===== src/rtl/rsv_pkg.sv =====
package rsv_pkg;
  localparam int DISP_W = 3;

  typedef enum logic [1:0] {
    STEP_DONE = 2'd0,
    STEP_SIB  = 2'd1,
    STEP_DISP = 2'd2,
    STEP_IMM  = 2'd3
  } step_e;

  localparam logic [1:0] AM_16   = 2'd0;
  localparam logic [1:0] MAP_ONE = 2'd0;
  localparam logic [2:0] RM_SIB  = 3'd4;
  localparam logic [7:0] OPC_GRP3_B = 8'hF6;
  localparam logic [7:0] OPC_GRP3_V = 8'hF7;

  // displacement length implied by a ModRM byte
  function automatic logic [DISP_W-1:0] disp_len(input logic narrow,
                                                  input logic [1:0] md,
                                                  input logic [2:0] rm);
    logic [DISP_W-1:0] full;
    logic [2:0]        abs_rm;
    full   = narrow ? DISP_W'(2) : DISP_W'(4);
    abs_rm = narrow ? 3'd6 : 3'd5;
    if (md == 2'd1)                         return DISP_W'(1);
    if (md == 2'd2)                         return full;
    if (md == 2'd0 && rm == abs_rm)         return full;
    return '0;
  endfunction

  function automatic logic sib_follows(input logic narrow,
                                       input logic [1:0] md,
                                       input logic [2:0] rm);
    return !narrow && (md != 2'd3) && (rm == RM_SIB);
  endfunction
endpackage


===== src/rtl/rsv_modrm_eval.sv =====
module rsv_modrm_eval
  import rsv_pkg::*;
#(
  parameter int DW = DISP_W
) (
  input  logic [1:0]    addr_mode,
  input  logic [7:0]    modrm,
  output logic [DW-1:0] disp,
  output logic          sib_need,
  output logic          narrow
);
  logic [1:0] md;
  logic [2:0] rm;

  assign md     = modrm[7:6];
  assign rm     = modrm[2:0];
  assign narrow = (addr_mode == AM_16);

  always_comb begin
    disp     = DW'(disp_len(narrow, md, rm));
    sib_need = sib_follows(narrow, md, rm);
  end
endmodule


===== src/rtl/rsv_imm_adjust.sv =====
module rsv_imm_adjust
  import rsv_pkg::*;
#(
  parameter int IW = 4
) (
  input  logic [1:0]    op_map,
  input  logic [7:0]    opcode,
  input  logic [7:0]    modrm,
  input  logic [1:0]    op_lg,
  input  logic [IW-1:0] tab_imm,
  output logic [IW-1:0] imm,
  output logic          forced
);
  logic          test_form;
  logic [IW-1:0] op_bytes;

  // reg field values 0 and 1 select the test form
  assign test_form = (op_map == MAP_ONE) && (modrm[5:4] == 2'b00);
  assign op_bytes  = (op_lg == 2'd3) ? IW'(4) : (IW'(1) << op_lg);

  always_comb begin
    imm    = tab_imm;
    forced = 1'b0;
    if (test_form && opcode == OPC_GRP3_B) begin
      imm    = IW'(1);
      forced = 1'b1;
    end else if (test_form && opcode == OPC_GRP3_V) begin
      imm    = op_bytes;
      forced = 1'b1;
    end
  end
endmodule


===== src/rtl/rsv_step_pick.sv =====
module rsv_step_pick
  import rsv_pkg::*;
#(
  parameter int DW = DISP_W,
  parameter int IW = 4
) (
  input  logic          sib_need,
  input  logic [DW-1:0] disp,
  input  logic [IW-1:0] imm,
  output step_e         step
);
  always_comb begin
    if (sib_need)          step = STEP_SIB;
    else if (disp != '0)   step = STEP_DISP;
    else if (imm != '0)    step = STEP_IMM;
    else                   step = STEP_DONE;
  end
endmodule


===== src/rtl/rsv_top.sv =====
module rsv_top
  import rsv_pkg::*;
#(
  parameter int IMM_W = 4
) (
  input  logic              clk,
  input  logic              rst_n,
  input  logic              modrm_valid,
  input  logic [7:0]        modrm_byte,
  input  logic [1:0]        addr_mode,
  input  logic [1:0]        op_lg,
  input  logic [1:0]        op_map,
  input  logic [7:0]        opcode,
  input  logic [IMM_W-1:0]  tab_imm,
  input  logic              sib_valid,
  input  logic [7:0]        sib_byte,
  output logic              res_valid,
  output logic [DISP_W-1:0] disp_bytes,
  output logic [IMM_W-1:0]  imm_bytes,
  output logic [1:0]        next_step,
  output logic              sib_wait,
  output logic [7:0]        modrm_q,
  output logic [7:0]        sib_q
);
  localparam int NPH = 2;  // phase 0: ModRM, phase 1: SIB

  // named events
  logic              take_modrm, take_sib;
  logic [DISP_W-1:0] m_disp, s_disp;
  logic              m_sib_need, m_narrow, m_forced;
  logic [IMM_W-1:0]  m_imm;
  logic              base_abs;

  logic [DISP_W-1:0] ph_disp [NPH];
  logic [IMM_W-1:0]  ph_imm  [NPH];
  logic              ph_sib  [NPH];
  step_e             ph_step [NPH];

  logic              rv_q, wait_q;
  logic [DISP_W-1:0] disp_q;
  logic [IMM_W-1:0]  imm_q;
  step_e             step_q;
  logic [7:0]        mrm_q, sb_q;

  assign take_modrm = modrm_valid;
  assign take_sib   = sib_valid && wait_q && !modrm_valid;

  rsv_modrm_eval #(.DW(DISP_W)) u_eval (
    .addr_mode (addr_mode),
    .modrm     (modrm_byte),
    .disp      (m_disp),
    .sib_need  (m_sib_need),
    .narrow    (m_narrow)
  );

  rsv_imm_adjust #(.IW(IMM_W)) u_imm (
    .op_map  (op_map),
    .opcode  (opcode),
    .modrm   (modrm_byte),
    .op_lg   (op_lg),
    .tab_imm (tab_imm),
    .imm     (m_imm),
    .forced  (m_forced)
  );

  // SIB base 5 with mod 0 means a 32-bit absolute displacement
  assign base_abs = (mrm_q[7:6] == 2'd0) && (sib_byte[2:0] == 3'd5);
  assign s_disp   = base_abs ? DISP_W'(4) : disp_q;

  assign ph_disp[0] = m_disp;
  assign ph_imm[0]  = m_imm;
  assign ph_sib[0]  = m_sib_need;
  assign ph_disp[1] = s_disp;
  assign ph_imm[1]  = imm_q;
  assign ph_sib[1]  = 1'b0;

  for (genvar p = 0; p < NPH; p++) begin : g_pick
    rsv_step_pick #(.DW(DISP_W), .IW(IMM_W)) u_pick (
      .sib_need (ph_sib[p]),
      .disp     (ph_disp[p]),
      .imm      (ph_imm[p]),
      .step     (ph_step[p])
    );
  end

  always_ff @(posedge clk) begin
    if (!rst_n) begin
      rv_q   <= 1'b0;
      wait_q <= 1'b0;
      disp_q <= '0;
      imm_q  <= '0;
      step_q <= STEP_DONE;
      mrm_q  <= '0;
      sb_q   <= '0;
    end else begin
      rv_q <= 1'b0;
      if (take_modrm) begin
        rv_q   <= 1'b1;
        disp_q <= ph_disp[0];
        imm_q  <= ph_imm[0];
        step_q <= ph_step[0];
        wait_q <= ph_sib[0];
        mrm_q  <= modrm_byte;
        sb_q   <= '0;
      end else if (take_sib) begin
        rv_q   <= 1'b1;
        disp_q <= ph_disp[1];
        step_q <= ph_step[1];
        wait_q <= 1'b0;
        sb_q   <= sib_byte;
      end
    end
  end

  assign res_valid  = rv_q;
  assign disp_bytes = disp_q;
  assign imm_bytes  = imm_q;
  assign next_step  = step_q;
  assign sib_wait   = wait_q;
  assign modrm_q    = mrm_q;
  assign sib_q      = sb_q;

  // ---------------- assertions ----------------
  assert_narrow_no4_R1: assert property (@(posedge clk) disable iff (!rst_n)
    modrm_valid && addr_mode == AM_16 |=> disp_bytes != DISP_W'(4));

  assert_wide_no2_R2: assert property (@(posedge clk) disable iff (!rst_n)
    modrm_valid && addr_mode != AM_16 |=> disp_bytes != DISP_W'(2));

  assert_no_sib16_R3: assert property (@(posedge clk) disable iff (!rst_n)
    modrm_valid && addr_mode == AM_16 |=> !sib_wait);

  assert_base_abs_R4: assert property (@(posedge clk) disable iff (!rst_n)
    take_sib && base_abs |=> disp_bytes == DISP_W'(4) && next_step == STEP_DISP);

  assert_f6_imm_R5: assert property (@(posedge clk) disable iff (!rst_n)
    modrm_valid && m_forced && opcode == OPC_GRP3_B |=> imm_bytes == IMM_W'(1));

  assert_prio_R7: assert property (@(posedge clk) disable iff (!rst_n)
    res_valid && next_step == STEP_DONE |-> disp_bytes == '0 && imm_bytes == '0);

  assert_hold_R8: assert property (@(posedge clk) disable iff (!rst_n)
    !modrm_valid && !sib_valid |=> $stable(modrm_q) && $stable(sib_q));

  assert_wait_step_R9: assert property (@(posedge clk) disable iff (!rst_n)
    sib_wait |-> next_step == STEP_SIB);

  assert_pulse_R11: assert property (@(posedge clk) disable iff (!rst_n)
    !modrm_valid && !(sib_valid && sib_wait) |=> !res_valid);
endmodule


===== config.mk =====
export PLATFORM = sky130hd
export DESIGN_NAME = rsv_top
export DESIGN_NICKNAME = d
export VERILOG_FILES = /design/src/rtl/rsv_pkg.sv /design/src/rtl/rsv_modrm_eval.sv /design/src/rtl/rsv_imm_adjust.sv /design/src/rtl/rsv_step_pick.sv /design/src/rtl/rsv_top.sv
export SDC_FILE = /design/constraint.sdc
export NUM_CORES = 1
export LEC_CHECK = 0
export BUFFER_PORTS_ARGS = -buffer_cell sky130_fd_sc_hd__buf_4
export CAP_MARGIN = 20
export CORE_ASPECT_RATIO = 0.8
export CORE_UTILIZATION = 45
export CTS_CLUSTER_DIAMETER = 30
export CTS_CLUSTER_SIZE = 20
export DETAILED_ROUTE_END_ITERATION = 8
export PLACE_DENSITY = 0.79
export SYNTH_ARGS = -nofsm -noshare
export SYNTH_HDL_FRONTEND = slang
export SYNTH_HIERARCHICAL = 1
export SYNTH_SLANG_ARGS = --single-unit

===== constraint.sdc =====
create_clock -name clk -period 2.5 [get_ports clk]
set_input_delay 0.5 -clock clk [delete_from_list [all_inputs] [get_ports clk]]
set_output_delay 0.5 -clock clk [all_outputs]
set_load 0.05 [all_outputs]

Yosys cells after proc, flatten, opt, wreduce, memory -nomap -nowiden
Cells that the tools add are included.
- add/sub/neg operators: 0
- multipliers: 0
- divide/modulo/power cells: 0
- $lt $le $gt $ge: 0
- equality and inequality tests: 9
- shift operators: 1
- mux-type cells: 31
- bitwise gates (word level): 1
- reductions and logical operators: 22
- operator list (cell ; number):
    $mux 3 ; 10
    $eq 8x8->1 const B ; 2
    $mux 2 ; 8
    $mux 4 ; 3
    $logic_not 2->1 ; 5
    $mux 1 ; 10
    $logic_and 1x1->1 ; 9
    $reduce_bool 4->1 ; 2
    $eq 3x3->1 const B ; 2
    $reduce_bool 3->1 ; 2
    $eq 2x2->1 const B ; 2
    $shl 1x2->4 const A ; 1
    $eq 3x3->1 ; 1
    $eq 2x1->1 const B ; 1
    $logic_not 1->1 ; 2
    $ne 2x2->1 const B ; 1
    $reduce_bool 2->1 ; 1
    $reduce_or 2->1 ; 1
    $not 1->1 ; 1
- bits in registers: 27
- bits in latches: 0
- memory bits (writable): 0
- memory bits (read-only): 0
- bits of input ports: 38
- word-level logic and storage cells: 71
- memories kept: 0

Depth between registers and ports, before layout
Gate-level depths: netlist (run 1).
- depth after elaboration: 14
- mapped depth: 7

Hierarchy
The synthesis (run 1) kept the hierarchy.
- by module, submodules not included (module ; instances ; cells an instance ; area an instance (sq um) ; seq. area each (sq um)):
    rsv_top ; 1 ; 112 ; 1051.0 ; 540.5
    rsv_imm_adjust ; 1 ; 14 ; 125.1 ; 0.0
    rsv_step_pick ; 2 ; 5 ; 35.0 ; 0.0
    rsv_modrm_eval ; 1 ; 9 ; 66.3 ; 0.0

Worst setup path after synthesis (run 1)
OpenSTA, ideal clock, no wires.
- kind: input to register
- from: input op_map[0]
- to: register step_q[1] (netlist: next_step[1])
- library setup time: 127 ps
- arrival: 1826 ps
- setup slack: 546 ps
- stages on the path: 7
- cell sequence: and4bb_1 > nand4_4 > mux2_4 > nor4_2 > a21oi_1 > o21ai_0 > a31oi_1
- RTL lines (element ; RTL line ; RTL):
    start: declaration ; rsv_top.sv:12 ; input logic [1:0] op_map,
    end signal: assignment ; rsv_top.sv:101 ; step_q <= ph_step[0];
    end signal: assignment ; rsv_top.sv:108 ; step_q <= ph_step[1];
    end: declaration ; rsv_top.sv:42 ; step_e step_q;

==> results of run 1 <==
==> worst min-delay path by stage <==
stage	start	endpoint	slack, ps	cells after the start
final	sib_byte[7]	sib_q[7]	410	3
after global routing	sib_byte[3]	sib_q[3]	390	3
after CTS	sib_byte[7]	sib_q[7]	400	3
after detailed placement	sib_q[7]	sib_q[7]	450	2
after global placement	sib_q[5]	sib_q[5]	440	2
after floorplan	sib_byte[0]	sib_q[0]	640	2
==> power breakdown <==
part | switching [mW] | total (mW) | internal (mW)
Clock | 0.120 | 0.183 | 0.0625
Sequential | 0.0130 | 0.461 | 0.448
Combinational | 0.123 | 0.217 | 0.0941
==> cells in the final DEF, fill, tap and decap left out, types with 2 or more instances in the layout <==
cell type  instances
and2_1             3
nor3_1             2
nor2_1             2
nor4_2             2
nor2b_1           14
a21oi_1           12
conb_1             2
mux2i_1           13
inv_1              5
buf_4             64
nand2_1           25
dfxtp_1           27
nand3b_1           2
clkbuf_4           3
nand2b_1           2
mux2_4             2
nand3_1            4
o21ai_0            5
a31oi_1            2
o41ai_1            2
==> metrics by stage <==
step	cell area, µm²	hold WS (ps)	setup WS, ps	power, mW
3_3_place_gp	1800	441.4	380.0	0.6806
3_5_place_dp	1800	452.4	291.4	0.6874
6_report	1827	409.2	634.4	0.8612
4_1_cts	1827	397.2	659.3	0.8725
5_1_grt	1827	392.0	568.1	0.9036
2_1_floorplan	1313	636.0	555.8	0.5970
==> final cells by class <==
cell class                 count  area (µm²)  share of cell area
timing repair buffer          64       480.5              0.2630
clock buffer                   4       26.28             0.01438
inverter                       5       18.77             0.01027
tap                           38       47.55             0.02603
multi-input combinational    107       713.2              0.3904
sequential                    27       540.5              0.2959
==> flip-flops by register name, summed over array words and instances, names as in the netlist <==
signal / flops
imm_bytes: 4
modrm_q: 8
sib_q: 8
res_valid: 1
disp_bytes: 3
next_step: 2
sib_wait: 1
==> metal layers <==
layer | vias up | routed length, µm | GRT usage
li1 | 625 | - | -
met1 | 584 | 1372 | 0.2479
met2 | 46 | 1609 | 0.3846
met3 | 6 | 157 | 0.05227
met4 | 0 | 38 | 0.08140
met5 | - | 0 | 0
==> worst register-to-register path, stage by stage (launching register included) <==
cell,delay [ps]
dfxtp_1,360
nor4b_2,360
nand2_1,130
and2_1,190
o41ai_1,410
nand2_1,80
a31oi_1,160
==> metrics.txt, run 1 <==
status=finished clean; WP buf/inv=1; final hold vios=0; Finished Layout Cells=245; crit-path max cell delay=340 ps; crit path DAT=2080 ps; critical path endpoint=next_step[1]; antenna violations before repair=0; Rel. slew slack=0.5940; mapped cell area=1309 µm²; worst endpoint required time=2710 ps; post-cts resize count=0; Post-Syn Instances=144; first-pass GRT wire length=5.237 mm; ANT cells=0; Overflow after GRT=0; Global Route Usage Sum=0.2140; clk sinks=27; Hold Path Class=in2reg; setup_tns=0 ps; Root Buffer=clkbuf_4; drt pass-1 iters=5; fill cell count=246; FF-to-FF End=next_step[0]; Critical Path Source Type=primary input; Clock Skew=3.804 ps; Final Max Tran Viols=0; maximum vdd drop=0.3098 mV; P per Cell Area=471.4 nW/µm²; Final GP Congestion=0.8526; Post-Syn Area per Cell=9.089 µm²; Die Y=50.24 µm; I/O pin cnt=65; Initial Utilization=0.4733; crit path launch=modrm_byte[4]; Max clock buf depth=2; site row count=17; DIE AREA=3129 µm²; H-Tree Depth=1; critical path's slowest cell=mux2_4; worst setup path class=in2reg; Final Core Density=0.6606; Final Critical Period=1866 ps; r2r setup slk=760 ps; Final setup viols=0; core outline area=2765 µm²; CTS Buf Count=3; CP max FO=4; reg2reg start=modrm_q[6]; RSZ-0062 raised after global routing=no; ratio of cells with drive above 1 in the final layout=0.3671; max_cap viols=0; Ys Warns=6; Die Wd=62.30 µm; Post-CTS Hold Buffers=0; number of routed nets with antenna violations=0; DP HPWL=2.505 mm; Top delay family on crit path=simple AND/OR/NAND/NOR gates; CP Capture Type=flop; clk slew on worst S/H paths=130 ps; Worst-Margin Slew=600.8 ps; 1st-iter DRT viols=39; vias in the first global route=1208; Nets=246; Max Freq=0.5360 GHz; Placed Instances=241; fin crit share=0.7463; DR WL/cell=12.98 µm; CP Cell Sequence=buf_4 -> and4bb_2 -> nand4_4 -> mux2_4 -> nor4_2 -> a21oi_1 -> o21ai_0 -> a31oi_1; via count=1261; largest net degree at the start of global routing=23; # DRC=0; Area Growth Syn to Fin=39.58%; reg2reg path depth=6; I/O Buffers=64; Leakage=0.8275 nW; clock tree from TritonCTS=done; Routed WL=3.179 mm; Via density=5.147; Skew-Pair Late Insertion Delay=320 ps; postcts setup bufs=0; CP Depth=8
(Power assumes the default switching activity.)
==> inputs of run 2 (changes only) <==
CORE_UTILIZATION = 40   (was 45)
PLACE_DENSITY = 0.74   (was 0.79)
clock period = 1.64 ns   (was 2.5 ns; I/O delays follow)
==> metrics.txt, run 2 (synthesis results as in run 1) <==
status=finished clean; worst hold margin=288.6 ps; vias in the first global route=1203; maximum vdd drop=0.4967 mV; fill cell count=272; site row count=18; worst endpoint required time=1800 ps; I/O pin cnt=65; fin worst setup slack=2.184 ps; largest net degree at the start of global routing=23; FF-to-FF End=next_step[0]; Final Critical Period=1638 ps; Max Freq=0.6106 GHz; Die Wd=65.95 µm; DP HPWL=2.592 mm; Area Growth Syn to Fin=48.66%; fin crit share=0.9987; Hold Path Class=in2reg; final hold vios=0; Leakage=0.8871 nW; Placed Instances=248; via count=1280; CP max FO=4; number of routed nets with antenna violations=0; DIE AREA=3506 µm²; DR WL/cell=13.48 µm; Via density=5.039; crit path DAT=1800 ps; Root Buffer=clkbuf_8; core outline area=3108 µm²; Routed WL=3.423 mm; clock tree from TritonCTS=done; most common cell after layout, fill and taps aside=buf_4; clk sinks=27; commonest non-fill, non-tap cells in the layout=buf_4 (68), dfxtp_1 (27), nand2_1 (24), nor2b_1 (14), mux2i_1 (13); CP Capture Type=flop; Die Y=53.16 µm; worst slack, placed=-345.3 ps; # DRC=0; I/O Buffers=64; ratio of cells with drive above 1 in the final layout=0.4065; reg2reg start=modrm_q[6]; Global Route Usage Sum=0.2002; Max clock buf depth=2; Post-CTS Hold Buffers=0; HP Start=sib_byte[5]; ANT cells=0; RSZ-0062 raised after global routing=yes; H-Tree Depth=1; worst setup path class=in2reg; Nets=253; Final setup viols=0; WHS Endpoint=sib_q[5]; r2r setup slk=70 ps; Clock Skew=7.878 ps; Final Core Density=0.6260; antenna violations before repair=0; max_cap viols=0; Overflow after GRT=0; Final Max Tran Viols=0; Final GP Congestion=0.7653; drt pass-1 iters=4; Initial Utilization=0.4211; 1st-iter DRT viols=50; first-pass GRT wire length=5.368 mm; CTS Buf Count=3; Critical Path Source Type=primary input; clk slew on worst S/H paths=100 ps; reg2reg path depth=6; hold depth=3; setup_tns=0 ps; Skew-Pair Late Insertion Delay=270 ps; Finished Layout Cells=254; P per Cell Area=741.1 nW/µm²
==> run 2: cell count changes in the layout (fill, tap and decap cells not counted), moves of 2 or more <==
cell	previous run	this run
buf_4	64	68
buf_6	0	3
clkbuf_4	3	0
clkbuf_8	0	3
o21ai_0	5	3
o21ai_1	0	2
==> run 2: how the worst max path moves through the flow <==
stage	startpoint	end	slack, ps	depth (start not counted)
after floorplan	op_map[1]	next_step[0]	-120	7
after global placement	op_map[1]	next_step[0]	-270	8
after detailed placement	op_map[1]	next_step[0]	-350	8
after CTS	modrm_q[6]	next_step[0]	-0.7	6
after global routing	opcode[3]	next_step[1]	-60	8
final	modrm_byte[4]	next_step[0]	2	8
==> run 2: layout make-up <==
| cell class | count | area [µm²] | area share |
|---|---|---|---|
| clock buffer | 3 | 41.29 | 0.02122 |
| clock inverter | 1 | 7.507 | 0.003859 |
| inverter | 5 | 18.77 | 0.009646 |
| multi-input combinational | 107 | 743.2 | 0.3820 |
| sequential | 27 | 540.5 | 0.2778 |
| tap | 40 | 50.05 | 0.02572 |
| timing repair buffer | 71 | 544.3 | 0.2797 |
==> run 2: per-stage QoR <==
stage | total power [mW] | cell area [µm²]
after floorplan | 0.9128 | 1321
after global placement | 1.048 | 1849
after detailed placement | 1.057 | 1849
after CTS | 1.448 | 1919
after global routing | 1.505 | 1946
final | 1.442 | 1946
==> run 2: power by group <==
group | internal (mW) | switching (mW) | leakage (nW) | total, mW
Sequential | 0.682 | 0.0210 | 0.221 | 0.703
Clock | 0.172 | 0.212 | 0.0217 | 0.385
Combinational | 0.158 | 0.196 | 0.644 | 0.354
==> run 2: repair_timing <==
item / 4_1_cts / 5_1_grt
pin swaps: 7 / 7
gates cloned: 0 / 0
setup endpoints to repair: 2 / 2
setup buffers: 1 / 1
gates resized for setup: 4 / 4
==> run 2: per-layer routing <==
layer / routed length, µm / up-vias / GRT usage
li1: - / 635 / -
met1: 1481 / 596 / 0.2253
met2: 1697 / 45 / 0.3793
met3: 216 / 4 / 0.05388
met4: 28 / 0 / 0.03901
met5: 0 / - / 0
==> run 2: worst max-delay path, cell delays in order <==
cell	delay [ps]
buf_6	90
and4bb_2	310
nand4_4	140
mux2_4	340
nor4_4	280
o41ai_1	90
o21ai_1	150
a31oi_1	60
==> inputs of run 3 (changes only) <==
SETUP_SLACK_MARGIN = 0.5   (was default)
==> metrics.txt, run 3 (synthesis results as in run 1) <==
status=finished with violations; failing checks=setup timing; worst slack, placed=-320.9 ps; critical path's slowest cell=and4bb_1; Die Y=53.16 µm; clk slew on worst S/H paths=90 ps; Leakage=0.9440 nW; Max clock buf depth=2; Hold Path Class=in2reg; clk sinks=27; ratio of cells with drive above 1 in the final layout=0.5349; Clock Skew=6.918 ps; Final Core Density=0.7029; WP buf/inv=3; CP Capture Type=flop; 1st-iter DRT viols=77; fin crit share=1.015; maximum vdd drop=0.5034 mV; Nets=254; Overflow after GRT=0; first-pass GRT wire length=5.306 mm; Max Freq=0.6006 GHz; I/O Buffers=64; total power=1.478 mW; CP Cell Sequence=buf_6 -> and4bb_1 -> nand4_4 -> buf_4 -> buf_6 -> mux2i_4 -> nor4_4 -> o41ai_1 -> o21ai_1 -> a31oi_1; P per Cell Area=676.8 nW/µm²; Gate power share=0.262; largest net degree at the start of global routing=23; number of routed nets with antenna violations=0; Critical Path Source Type=primary input; Via density=5.063; worst endpoint required time=1850 ps; ANT cells=0; antenna violations before repair=0; crit path launch=op_map[0]; DIE AREA=3506 µm²; internal power=1.044 mW; r2r setup slk=70 ps; CP most frequent cell=buf_6; reg2reg start=modrm_q[7]; Initial Utilization=0.4211; via count=1291; I/O pin cnt=65; vias in the first global route=1180; Die Wd=65.95 µm; crit path DAT=1870 ps; Final Max Tran Viols=0; commonest non-fill, non-tap cells in the layout=buf_4 (41), nand2_1 (25), dfxtp_2 (19), buf_6 (18), nor2b_1 (14); switching power=0.4340 mW; core outline area=3108 µm²; Sequential Power Share=0.480; # DRC=0; DR WL/cell=13.29 µm; Routed WL=3.389 mm; H-Tree Depth=1; power share of the clock group=0.257; site row count=18; sw frac=0.2936; RSZ-0062 raised after global routing=yes; worst setup path class=in2reg; max_cap viols=0; Final GP Congestion=0.7890; drt pass-1 iters=4; DP HPWL=2.444 mm; CTS Buf Count=3; Root Buffer=clkbuf_8; Global Route Usage Sum=0.2036; fin worst setup slack=-25.11 ps; Skew-Pair Late Insertion Delay=280 ps; Final Critical Period=1665 ps; HP Start=sib_byte[3]; most common cell after layout, fill and taps aside=buf_4; Top delay family on crit path=simple AND/OR/NAND/NOR gates; clock tree from TritonCTS=done; Final setup viols=1; crit-path max cell delay=300 ps; CP max FO=3; final hold vios=0; Area Growth Syn to Fin=66.92%
## run 3: final cells by class
class | count | area (µm²)
multi-input cells | 107 | 775.7
fillers | 242 | 923.4
clock buffers | 3 | 41.29
repair buffers | 72 | 705.7
inverters | 5 | 18.77
well taps | 40 | 50.05
flip-flops and latches | 27 | 586.8
clock inverters | 1 | 6.256
## run 3: layer usage
layer	GRT usage	vias up	share of wire
met5	0	-	0
met4	0.07092	0	0.014
met3	0.05172	7	0.055
met2	0.3520	40	0.50
met1	0.2451	602	0.43
li1	-	642	-
## run 3: timing repair
action                     in CTS  in global routing
setup buffers                   1                  4
hold buffers                    0                  0
pin swaps                       7                  6
resized for setup              42                 39
setup endpoints to repair      29                 35
## run 3: through the flow
stage | area, µm² | setup TNS [ps] | std cells | hold slack, ps
2_1_floorplan | 1343 | -214.2 | 145 | 464.0
3_5_place_dp | 1856 | -624.4 | 246 | 449.9
5_1_grt | 2185 | -150.0 | 255 | 274.0
4_1_cts | 2048 | 0 | 251 | 290.2
6_report | 2185 | -25.11 | 255 | 283.1
3_3_place_gp | 1856 | -511.2 | 246 | 442.1
## run 3: final timing paths
kind,endpoint,cells past startpoint
min,sib_q[3],3
max,next_step[0],10
max reg2reg,next_step[0],6
min reg2reg,sib_q[2],2
## run 3: power by group through the flow
stage	sequential, mW	clock (mW)	combinational, mW
after global routing	0.713	0.418	0.413
after global placement	0.714	0	0.333
after floorplan	0.804	0	0.110
final	0.710	0.381	0.388
after CTS	0.707	0.389	0.364
after detailed placement	0.715	0	0.340
## run 3: worst min-delay path, delay by kind of cell
| kind | cells | cell delay [ps] |
|---|---|---|
| AND/OR/NAND/NOR | 1 | 40 |
| AO/OA/AOI/OAI | 1 | 50 |
| buffers and inverters | 1 | 110 |
